==> src/rtl/cal_pkg.sv <==
package cal_pkg;
  localparam int unsigned SEL_W = 3;

  typedef enum logic [SEL_W-1:0] {
    SEL_SEC   = 3'd0,
    SEL_MIN   = 3'd1,
    SEL_HOUR  = 3'd2,
    SEL_DOW   = 3'd3,
    SEL_DATE  = 3'd4,
    SEL_MONTH = 3'd5,
    SEL_YEAR  = 3'd6,
    SEL_NONE  = 3'd7
  } field_sel_e;

  function automatic logic [7:0] bcd_inc(input logic [7:0] v);
    if (v[3:0] >= 4'd9) return {v[7:4] + 4'd1, 4'd0};
    else                return {v[7:4], v[3:0] + 4'd1};
  endfunction

  function automatic logic is_leap(input logic [7:0] yr);
    if (yr[4] == 1'b0) return (yr[3:0] == 4'd0) || (yr[3:0] == 4'd4) || (yr[3:0] == 4'd8);
    else               return (yr[3:0] == 4'd2) || (yr[3:0] == 4'd6);
  endfunction

  function automatic logic [7:0] last_day(input logic [4:0] mo, input logic [7:0] yr);
    case (mo)
      5'h02:                      return is_leap(yr) ? 8'h29 : 8'h28;
      5'h04, 5'h06, 5'h09, 5'h11: return 8'h30;
      default:                    return 8'h31;
    endcase
  endfunction
endpackage

==> src/rtl/cal_bcd_counter.sv <==
module cal_bcd_counter #(
  parameter int unsigned W = 8,
  parameter logic [W-1:0] MIN_V = '0,
  parameter logic [W-1:0] MAX_V = '1,
  parameter logic [W-1:0] RST_V = '0
) (
  input  logic         clk,
  input  logic         rst_n,
  input  logic         inc,
  input  logic         load,
  input  logic [W-1:0] load_val,
  output logic [W-1:0] val,
  output logic         carry
);
  logic [7:0] nxt8;

  assign nxt8  = cal_pkg::bcd_inc(8'(val));
  assign carry = inc && (val >= MAX_V);

  always_ff @(posedge clk or negedge rst_n) begin
    if (!rst_n)          val <= RST_V;
    else if (load)       val <= load_val;
    else if (inc) begin
      if (val >= MAX_V)  val <= MIN_V;
      else               val <= nxt8[W-1:0];
    end
  end

  AST_WRAP_TO_MIN: assert property (@(posedge clk) disable iff (!rst_n)
    (inc && !load && val >= MAX_V) |=> (val == MIN_V));
endmodule

==> src/rtl/cal_hour_counter.sv <==
module cal_hour_counter #(
  parameter int unsigned HW = 6
) (
  input  logic          clk,
  input  logic          rst_n,
  input  logic          inc,
  input  logic          mode_12h,
  input  logic          load,
  input  logic [HW-1:0] load_hr,
  input  logic          load_pm,
  output logic [HW-1:0] hr,
  output logic          pm,
  output logic          day_carry
);
  localparam logic [HW-1:0] H23 = HW'(8'h23);
  localparam logic [HW-1:0] H12 = HW'(8'h12);
  localparam logic [HW-1:0] H11 = HW'(8'h11);
  localparam logic [HW-1:0] H01 = HW'(8'h01);

  logic [7:0] nxt8;
  assign nxt8 = cal_pkg::bcd_inc(8'(hr));

  always_comb begin
    day_carry = 1'b0;
    if (inc) begin
      if (mode_12h) day_carry = (hr == H11) && pm;
      else          day_carry = (hr >= H23);
    end
  end

  always_ff @(posedge clk or negedge rst_n) begin
    if (!rst_n) begin
      hr <= '0;
      pm <= 1'b0;
    end else if (load) begin
      hr <= load_hr;
      pm <= load_pm;
    end else if (inc) begin
      if (mode_12h) begin
        if (hr == H11) begin
          hr <= H12;
          pm <= ~pm;
        end else if (hr >= H12) begin
          hr <= H01;
        end else begin
          hr <= nxt8[HW-1:0];
        end
      end else begin
        if (hr >= H23) hr <= '0;
        else           hr <= nxt8[HW-1:0];
      end
    end
  end

  AST_PM_TOGGLE: assert property (@(posedge clk) disable iff (!rst_n)
    (inc && !load && mode_12h && hr == H11) |=> (hr == H12 && pm != $past(pm)));
  AST_24H_WRAP: assert property (@(posedge clk) disable iff (!rst_n)
    (inc && !load && !mode_12h && hr == H23) |=> (hr == '0));
endmodule

==> src/rtl/cal_date_counter.sv <==
module cal_date_counter #(
  parameter int unsigned MW = 5
) (
  input  logic          clk,
  input  logic          rst_n,
  input  logic          inc,
  input  logic [MW-1:0] month,
  input  logic [7:0]    year,
  input  logic          load,
  input  logic [7:0]    load_val,
  output logic [7:0]    date,
  output logic          month_carry
);
  logic [7:0] limit;
  logic [7:0] nxt8;

  assign limit       = cal_pkg::last_day(5'(month), year);
  assign nxt8        = cal_pkg::bcd_inc(date);
  assign month_carry = inc && (date >= limit);

  always_ff @(posedge clk or negedge rst_n) begin
    if (!rst_n)            date <= 8'h01;
    else if (load)         date <= load_val;
    else if (inc) begin
      if (date >= limit)   date <= 8'h01;
      else                 date <= nxt8;
    end
  end

  AST_LEAP_FEB: assert property (@(posedge clk) disable iff (!rst_n)
    (inc && !load && month == MW'(5'h02) && date == 8'h28 && cal_pkg::is_leap(year))
      |=> (date == 8'h29));
  AST_SHORT_MONTH: assert property (@(posedge clk) disable iff (!rst_n)
    (inc && !load && month == MW'(5'h04) && date == 8'h30) |=> (date == 8'h01));
endmodule

==> src/rtl/cal_clock_core.sv <==
module cal_clock_core #(
  parameter int unsigned SEL_W = cal_pkg::SEL_W,
  parameter int unsigned DW    = 8,
  parameter int unsigned HW    = 6,
  parameter int unsigned MW    = 5,
  parameter int unsigned DOWW  = 3,
  parameter int unsigned TW    = 4
) (
  input  logic             clk,
  input  logic             rst_n,
  input  logic             tick,
  input  logic             mode_12h,
  input  logic             wr_valid,
  output logic             wr_ready,
  input  logic [SEL_W-1:0] wr_sel,
  input  logic [DW-1:0]    wr_data,
  output logic [TW-1:0]    tenths,
  output logic [DW-1:0]    sec,
  output logic [DW-1:0]    min,
  output logic [HW-1:0]    hour,
  output logic             pm,
  output logic [DOWW-1:0]  dow,
  output logic [DW-1:0]    date,
  output logic [MW-1:0]    month,
  output logic [DW-1:0]    year,
  output logic             running
);
  import cal_pkg::*;

  logic wr_fire, step;
  logic c_tenths, c_sec, c_min, c_hour, c_date, c_month, c_year, c_dow;
  logic ld_sec, ld_min, ld_hour, ld_dow, ld_date, ld_month, ld_year;
  field_sel_e sel;

  assign wr_ready = 1'b1;
  assign wr_fire  = wr_valid && wr_ready;
  assign step     = tick && running && !wr_fire;
  assign sel      = field_sel_e'(wr_sel);

  assign ld_sec   = wr_fire && sel == SEL_SEC;
  assign ld_min   = wr_fire && sel == SEL_MIN;
  assign ld_hour  = wr_fire && sel == SEL_HOUR;
  assign ld_dow   = wr_fire && sel == SEL_DOW;
  assign ld_date  = wr_fire && sel == SEL_DATE;
  assign ld_month = wr_fire && sel == SEL_MONTH;
  assign ld_year  = wr_fire && sel == SEL_YEAR;

  always_ff @(posedge clk or negedge rst_n) begin
    if (!rst_n)       running <= 1'b0;
    else if (wr_fire) running <= 1'b1;
  end

  cal_bcd_counter #(.W(TW), .MIN_V(TW'(0)), .MAX_V(TW'(9)), .RST_V(TW'(0))) u_tenths (
    .clk(clk), .rst_n(rst_n), .inc(step), .load(wr_fire), .load_val(TW'(0)),
    .val(tenths), .carry(c_tenths));

  cal_bcd_counter #(.W(DW), .MIN_V(DW'(0)), .MAX_V(DW'(8'h59)), .RST_V(DW'(0))) u_sec (
    .clk(clk), .rst_n(rst_n), .inc(c_tenths), .load(ld_sec), .load_val(wr_data),
    .val(sec), .carry(c_sec));

  cal_bcd_counter #(.W(DW), .MIN_V(DW'(0)), .MAX_V(DW'(8'h59)), .RST_V(DW'(0))) u_min (
    .clk(clk), .rst_n(rst_n), .inc(c_sec), .load(ld_min), .load_val(wr_data),
    .val(min), .carry(c_min));

  cal_hour_counter #(.HW(HW)) u_hour (
    .clk(clk), .rst_n(rst_n), .inc(c_min), .mode_12h(mode_12h), .load(ld_hour),
    .load_hr(wr_data[HW-1:0]), .load_pm(wr_data[DW-1]),
    .hr(hour), .pm(pm), .day_carry(c_hour));

  cal_bcd_counter #(.W(DOWW), .MIN_V(DOWW'(0)), .MAX_V(DOWW'(6)), .RST_V(DOWW'(0))) u_dow (
    .clk(clk), .rst_n(rst_n), .inc(c_hour), .load(ld_dow), .load_val(wr_data[DOWW-1:0]),
    .val(dow), .carry(c_dow));

  cal_date_counter #(.MW(MW)) u_date (
    .clk(clk), .rst_n(rst_n), .inc(c_hour), .month(month), .year(year),
    .load(ld_date), .load_val(wr_data), .date(date), .month_carry(c_date));

  cal_bcd_counter #(.W(MW), .MIN_V(MW'(1)), .MAX_V(MW'(5'h12)), .RST_V(MW'(1))) u_month (
    .clk(clk), .rst_n(rst_n), .inc(c_date), .load(ld_month), .load_val(wr_data[MW-1:0]),
    .val(month), .carry(c_month));

  cal_bcd_counter #(.W(DW), .MIN_V(DW'(0)), .MAX_V(DW'(8'h99)), .RST_V(DW'(0))) u_year (
    .clk(clk), .rst_n(rst_n), .inc(c_month), .load(ld_year), .load_val(wr_data),
    .val(year), .carry(c_year));

  AST_FROZEN_COLD: assert property (@(posedge clk) disable iff (!rst_n)
    (!running && !wr_fire) |=> ($stable(tenths) && $stable(sec) && $stable(min) && !running));
  AST_WRITE_CLEARS_TENTHS: assert property (@(posedge clk) disable iff (!rst_n)
    wr_fire |=> (tenths == '0 && running));
  AST_DOW_FOLLOWS_DATE: assert property (@(posedge clk) disable iff (!rst_n)
    (!wr_fire && $changed(date)) |-> ($changed(dow) || $past(wr_fire)));
endmodule

==> config.mk <==
export PLATFORM = sky130hd
export DESIGN_NAME = cal_clock_core
export DESIGN_NICKNAME = d
export VERILOG_FILES = /design/src/rtl/cal_pkg.sv /design/src/rtl/cal_bcd_counter.sv /design/src/rtl/cal_hour_counter.sv /design/src/rtl/cal_date_counter.sv /design/src/rtl/cal_clock_core.sv
export SDC_FILE = /design/constraint.sdc
export NUM_CORES = 1
export LEC_CHECK = 0
export ABC_AREA = 1
export BUFFER_PORTS_ARGS = -buffer_cell sky130_fd_sc_hd__buf_2
export CAP_MARGIN = 10
export CORE_AREA = 4 4 110 112
export CTS_CLUSTER_SIZE = 40
export DETAILED_ROUTE_END_ITERATION = 8
export DIE_AREA = 0 0 114 116
export PLACE_DENSITY = 0.58
export REMOVE_ABC_BUFFERS = 1
export SYNTH_ARGS = -nofsm -noshare
export SYNTH_HDL_FRONTEND = slang
export SYNTH_HIERARCHICAL = 1
export SYNTH_SLANG_ARGS = --single-unit
==> constraint.sdc <==
create_clock -name clk -period 5.2 [get_ports clk]
set_input_delay 1.04 -clock clk [delete_from_list [all_inputs] [get_ports clk]]
set_output_delay 1.04 -clock clk [all_outputs]
set_load 0.02 [all_outputs]
After elaboration in Yosys (flattened, before gate mapping):

Cells that the tools add are included.

* flip-flop bits (word level): 52
* logic and storage cells: 149
* bits of input ports: 16
* output and inout bits: 53

* reductions and logical operators: 43
* bitwise gates (word level): 1
* equal/unequal tests: 16
* magnitude comparators: 16
* muxes and demuxes: 44
* add/subtract/negate cells: 14

Operators with widths (count)
* $mux 8: 16
* $add 4x1->4 const B: 11
* $mux 6: 7
* $ge 4x4->1 const B: 7
* $mux 5: 4
* $reduce_bool 2->1: 10
* $ge 8x7->1 const B: 2
* $pmux 8 s2: 1
* $logic_and 1x1->1: 15
* $reduce_bool 3->1: 5
* $mux 3: 4
* $mux 4: 3
* $eq 5x3->1 const B: 2
* $reduce_and 2->1: 5
* $eq 3x3->1 const B: 3
* $mux 1: 9
* $eq 4x3->1 const B: 2
* $ge 8x8->1: 1
* $ge 8x8->1 const B: 1
* $eq 3x2->1 const B: 2
* $eq 6x5->1 const B: 1
* $ge 6x5->1 const B: 1
* $ge 6x6->1 const B: 1
* $eq 5x2->1 const B: 1
* other kinds (18): 20

Logic depth before layout (Yosys ltp):

* word-level depth: 12
* gate-level depth with buffers: 19
* depth with buffers taken out: 19

Hierarchy:

The synthesis kept the hierarchy.

Modules (own cells, without submodules)
* cal_bcd_counter at u_min ...: cells an instance 87, times used 2, sequential area each 200.2 sq um, area an instance 670.6 sq um
* cal_date_counter: cells an instance 106, times used 1, sequential area each 201.4 sq um, area an instance 735.7 sq um
* cal_bcd_counter at u_year: cells an instance 92, times used 1, sequential area each 200.2 sq um, area an instance 659.4 sq um
* cal_hour_counter: cells an instance 97, times used 1, sequential area each 175.2 sq um, area an instance 626.9 sq um
* cal_bcd_counter at u_month: cells an instance 56, times used 1, sequential area each 126.4 sq um, area an instance 401.6 sq um
* cal_bcd_counter at u_tenths: cells an instance 34, times used 1, sequential area each 100.1 sq um, area an instance 270.3 sq um
* cal_bcd_counter at u_dow: cells an instance 30, times used 1, sequential area each 75.1 sq um, area an instance 201.4 sq um
* cal_clock_core: cells an instance 23, times used 1, sequential area each 25.0 sq um, area an instance 113.9 sq um

Worst setup path after synthesis:

Ideal clock, no wire load.

* kind: input-to-reg
* start point: input tick
* end point: register u_year.val[4]
* library setup time: 0.120 ns
* stages: 16
* arrival: 4.013 ns
* slack: 1.067 ns
* buffers on the path: 0
* data required time: 5.080 ns
* cell sequence: nand2_1 -> nor2_1 -> inv_1 -> nor2_1 -> a21boi_0 -> a21boi_0 -> inv_1 -> a211oi_1 -> a21boi_0 -> inv_1 -> nor2_1 -> nor2_2 -> inv_1 -> nand3_1 -> nor2_1 -> nor2_1

* longest elaborated chain between the ends: 10

Ends and longest elaborated chain
* from (decl): RTL line cal_clock_core.sv:11 `input logic tick,`
* $logic_and 1x1->1 (2 in series): RTL line cal_clock_core.sv:37 `assign step = tick && running && !wr_fire;`
* named net step: RTL line cal_clock_core.sv:30 `logic wr_fire, step;`
* $logic_and 1x1->1: RTL line cal_bcd_counter.sv:18 `assign carry = inc && (val >= MAX_V);`
* named net c_tenths: RTL line cal_clock_core.sv:31 `logic c_tenths, c_sec, c_min, c_hour, c_date, c_month, c_year, c_dow;`
* $logic_and 1x1->1: RTL line cal_bcd_counter.sv:18
* named net c_sec: RTL line cal_clock_core.sv:31
* $logic_and 1x1->1: RTL line cal_bcd_counter.sv:18
* named net c_min: RTL line cal_clock_core.sv:31
* $mux 1: RTL line cal_hour_counter.sv:25 `if (inc) begin`
* named net c_hour: RTL line cal_clock_core.sv:31
* $logic_and 1x1->1: RTL line cal_date_counter.sv:19 `assign month_carry = inc && (date >= limit);`
* named net c_date: RTL line cal_clock_core.sv:31
* $logic_and 1x1->1: RTL line cal_bcd_counter.sv:18
* named net c_month: RTL line cal_clock_core.sv:31
* $reduce_bool 2->1 (no source line)
* $reduce_and 2->1 (no source line)
* to (signal assigned): RTL line cal_bcd_counter.sv:22 `else if (load) val <= load_val;`
* to (signal assigned): RTL line cal_bcd_counter.sv:25 `else val <= nxt8[W-1:0];`
* to (decl): RTL line cal_bcd_counter.sv:12 `output logic [W-1:0] val,`

The timed path passes the listed nets, and every way through them passes these cells.
A chain may end at the register's enable or synchronous reset.

Worst setup path after layout:

* start point: input wr_valid
* end point: register u_year.val[6]

* longest elaborated chain between the ends: 10
* elaborated cells between the ends (all ways): 13
* those cells by class: mux (2); reduce/logical (11)

Ends and longest elaborated chain
* from (decl): RTL line cal_clock_core.sv:13 `input logic wr_valid,`
* $logic_not 1->1: RTL line cal_clock_core.sv:37
* $logic_and 1x1->1: RTL line cal_clock_core.sv:37
* named net step: RTL line cal_clock_core.sv:30
* $logic_and 1x1->1: RTL line cal_bcd_counter.sv:18
* named net c_tenths: RTL line cal_clock_core.sv:31
* $logic_and 1x1->1: RTL line cal_bcd_counter.sv:18
* named net c_sec: RTL line cal_clock_core.sv:31
* $logic_and 1x1->1: RTL line cal_bcd_counter.sv:18
* named net c_min: RTL line cal_clock_core.sv:31
* $mux 1: RTL line cal_hour_counter.sv:25
* named net c_hour: RTL line cal_clock_core.sv:31
* $logic_and 1x1->1: RTL line cal_date_counter.sv:19
* named net c_date: RTL line cal_clock_core.sv:31
* $logic_and 1x1->1: RTL line cal_bcd_counter.sv:18
* named net c_month: RTL line cal_clock_core.sv:31
* $reduce_bool 2->1 (no source line)
* $reduce_and 2->1 (no source line)

The timed path passes the listed nets, and every way through them passes these cells.

==> results by group <==
Status
  • Status: finished, final reports clean

Setup path
  • CP top delay family: compound AO/OA/AOI/OAI gates
  • Critical path arrival: between 4 and 5 ns
  • Worst path max stage delay: ~0.49 ns
  • Worst reg-to-reg setup slack: about 1.1 ns
  • Req. time, crit path: around 5.4 ns
  • Reg2Reg Depth: 18
  • FF-to-FF End: u_year/val[6]
  • RR Startpoint: u_tenths/val[0]
  • CP Buf/Inv Count: 6
  • CP max FO: 10
  • Crit Path Category: in2reg
  • Slowest-stage cell, CP: a21boi_0
  • Crit path launch type: input pin
  • CP most frequent cell: nor2_1
  • Worst-path cell chain: buf_2 > nor2_1 > inv_1 > nor2_1 > a21boi_0 > a21boi_0 > inv_1 > a211oi_1 > buf_4 > a21boi_0 > inv_1 > nor2_1 > nor2_2 > inv_1 > nand3_1 > nor2_1 > nor2_1
  • Crit path capture type: flop

STA
  • Final worst setup slack: approximately 0.92 ns
  • Final hold slack: around 0.5 ns
  • Setup-failing EPs final: 0
  • Hold Violations, Final: 0
  • Worst-margin pin slew: 0.920 ns
  • RSZ-0062 raised after global routing: false
  • Relative slew slack: between 30% and 40%
  • Clock Skew: a little under 0.007 ns
  • Setup TNS: 0 ns
  • Highest clock rate: approximately 230 MHz
  • Fin crit share: about 82%
  • Max Slew Vio Count: 0
  • Min Tclk post-route: 4.28 ns

Global route
  • First-pass GRT wire length: ~19 mm
  • Largest net degree at the start of global routing: between 50 and 60
  • Congestion Overflow GR: 0
  • Initial antenna violation count: 2
  • Total track usage: approximately 17%
  • Number of global-route vias before repair: approximately 4000

Die
  • IO Pins: between 60 and 70
  • Die Y: between 100 and 150 um
  • Die area: approximately 13000 um2
  • Initial Util: approximately 39%
  • Core area: about 11000 um2
  • Die width: between 100 and 150 um
  • Cell Rows: 39

Hold path
  • Hold Path Class: reg2reg
  • Critical hold path startpoint: running
  • Hold Path End: running
  • WHS Path Cells: 1

Power
  • PD cells: 523 nW/um2
  • Maximum VDD drop: around 230 uV
  • LEAKAGE: about 2.7 nW

Clock network
  • Clock-pin slew on the worst setup and hold paths: 0.07 ns
  • Maximum buffer depth of the clock tree: 2
  • # H-tree levels: 2
  • Root buffer cell: clkbuf_16
  • Cts repair resizes: 0
  • CTS Sinks: 52
  • Postcts setup bufs: 0
  • CTS tree: built
  • CTS Buf Count: 5
  • Clock Latency Late Sink: 0.29 ns
  • Hold buffer count at CTS: 0

Detailed routing
  • Detailed Routing Iterations Pass 1: 5
  • Routed WL: approximately 11 mm
  • Remaining DRCs: 0
  • Post-DR vias/cell: 4.95
  • Vias: 4080
  • DRT iter0 DRCs: between 150 and 200
  • DR WL/cell: ~13 um
  • Number of nets still failing antenna checks after routing: 0

Placed design
  • # port buffers: 67
  • HPWL after DPL: roughly 8.4 mm
  • Routability Congestion: approximately 0.86
  • Post-place setup slack: 0.593 ns

Layout
  • Share of cells above drive strength 1: 20.7%
  • Most frequent cells in the layout: nand2_1 (166), nor2_1 (78), inv_1 (73), buf_2 (67), dfrtp_1 (50)
  • Commonest non-fill, non-tap cell in the layout: nand2_1
  • Final net count: approximately 730
  • Final Util: between 40 and 50%
  • Layout Area Growth over Synthesis: 15.2%

Synth
  • Syn avg cell area: 7.12 um2
  • Cells after Synth: 609
  • Synth Cell Area: ~4300 um2
  • Synth warnings: 6

Job
  • Max Cap Violations: 0
-- layer usage --
layer | track usage, % | share of wire [%] | up-vias
li1 | - | - | 2081
met1 | 23.1 | 48 | 1914
met2 | 29.7 | 46 | 76
met3 | 3.39 | 5.5 | 7
met4 | 3.25 | 0.50 | 2
met5 | 0 | 0.11 | -
-- report_power, final --
part           total [mW]  internal, mW  switching (mW)
clock               0.395         0.241           0.154
combinational        1.38         0.501           0.883
sequential          0.831         0.560           0.272
total                2.61          1.30            1.31
-- sequential cells by signal (all words and copies together), names as in the netlist --
name and count:
u_date/date 8, u_min/val 8, u_sec/val 8, u_year/val 8, u_hour/hr 6, u_month/val 5, u_tenths/val 4, u_dow/val 3
running 1, u_hour/pm 1
-- per-stage QoR --
stage	instance area, um2	power (mW)	instances
after global routing	5000	2.86	824
after global placement	4820	2.19	815
after detailed placement	4820	2.22	815
final	5000	2.61	824
after floorplan	4280	1.81	602
after CTS	4990	2.63	823
-- how the worst max path moves through the flow --
stage | from | end | cells past startpoint
6_report | wr_valid | u_year/val[6] | 17
3_5_place_dp | wr_valid | u_year/val[4] | 17
3_3_place_gp | wr_valid | u_year/val[7] | 17
5_1_grt | wr_valid | u_year/val[7] | 17
2_1_floorplan | tick | u_year/val[4] | 16
4_1_cts | wr_valid | u_year/val[4] | 17
-- layout make-up --
cell class,count,area [um2]
Timing Repair Buffer,70,358
Fill cell,1184,6230
Sequential cell,52,1300
Multi-Input combinational cell,468,2660
Antenna cell,1,2.50
Tap cell,143,179
Inverter,82,313
Clock buffer,6,139
Clock inverter,2,38.8
-- worst reg2reg max path: cells and delay by family (launching register included) --
| kind | cells | cell delay (ns) |
|---|---|---|
| simple gates | 8 | 0.94 |
| flops | 1 | 0.47 |
| buf+inv | 5 | 0.77 |
| fa+ha+maj | 1 | 0.20 |
| compound gates | 4 | 1.56 |
(Power assumes the default switching activity.)
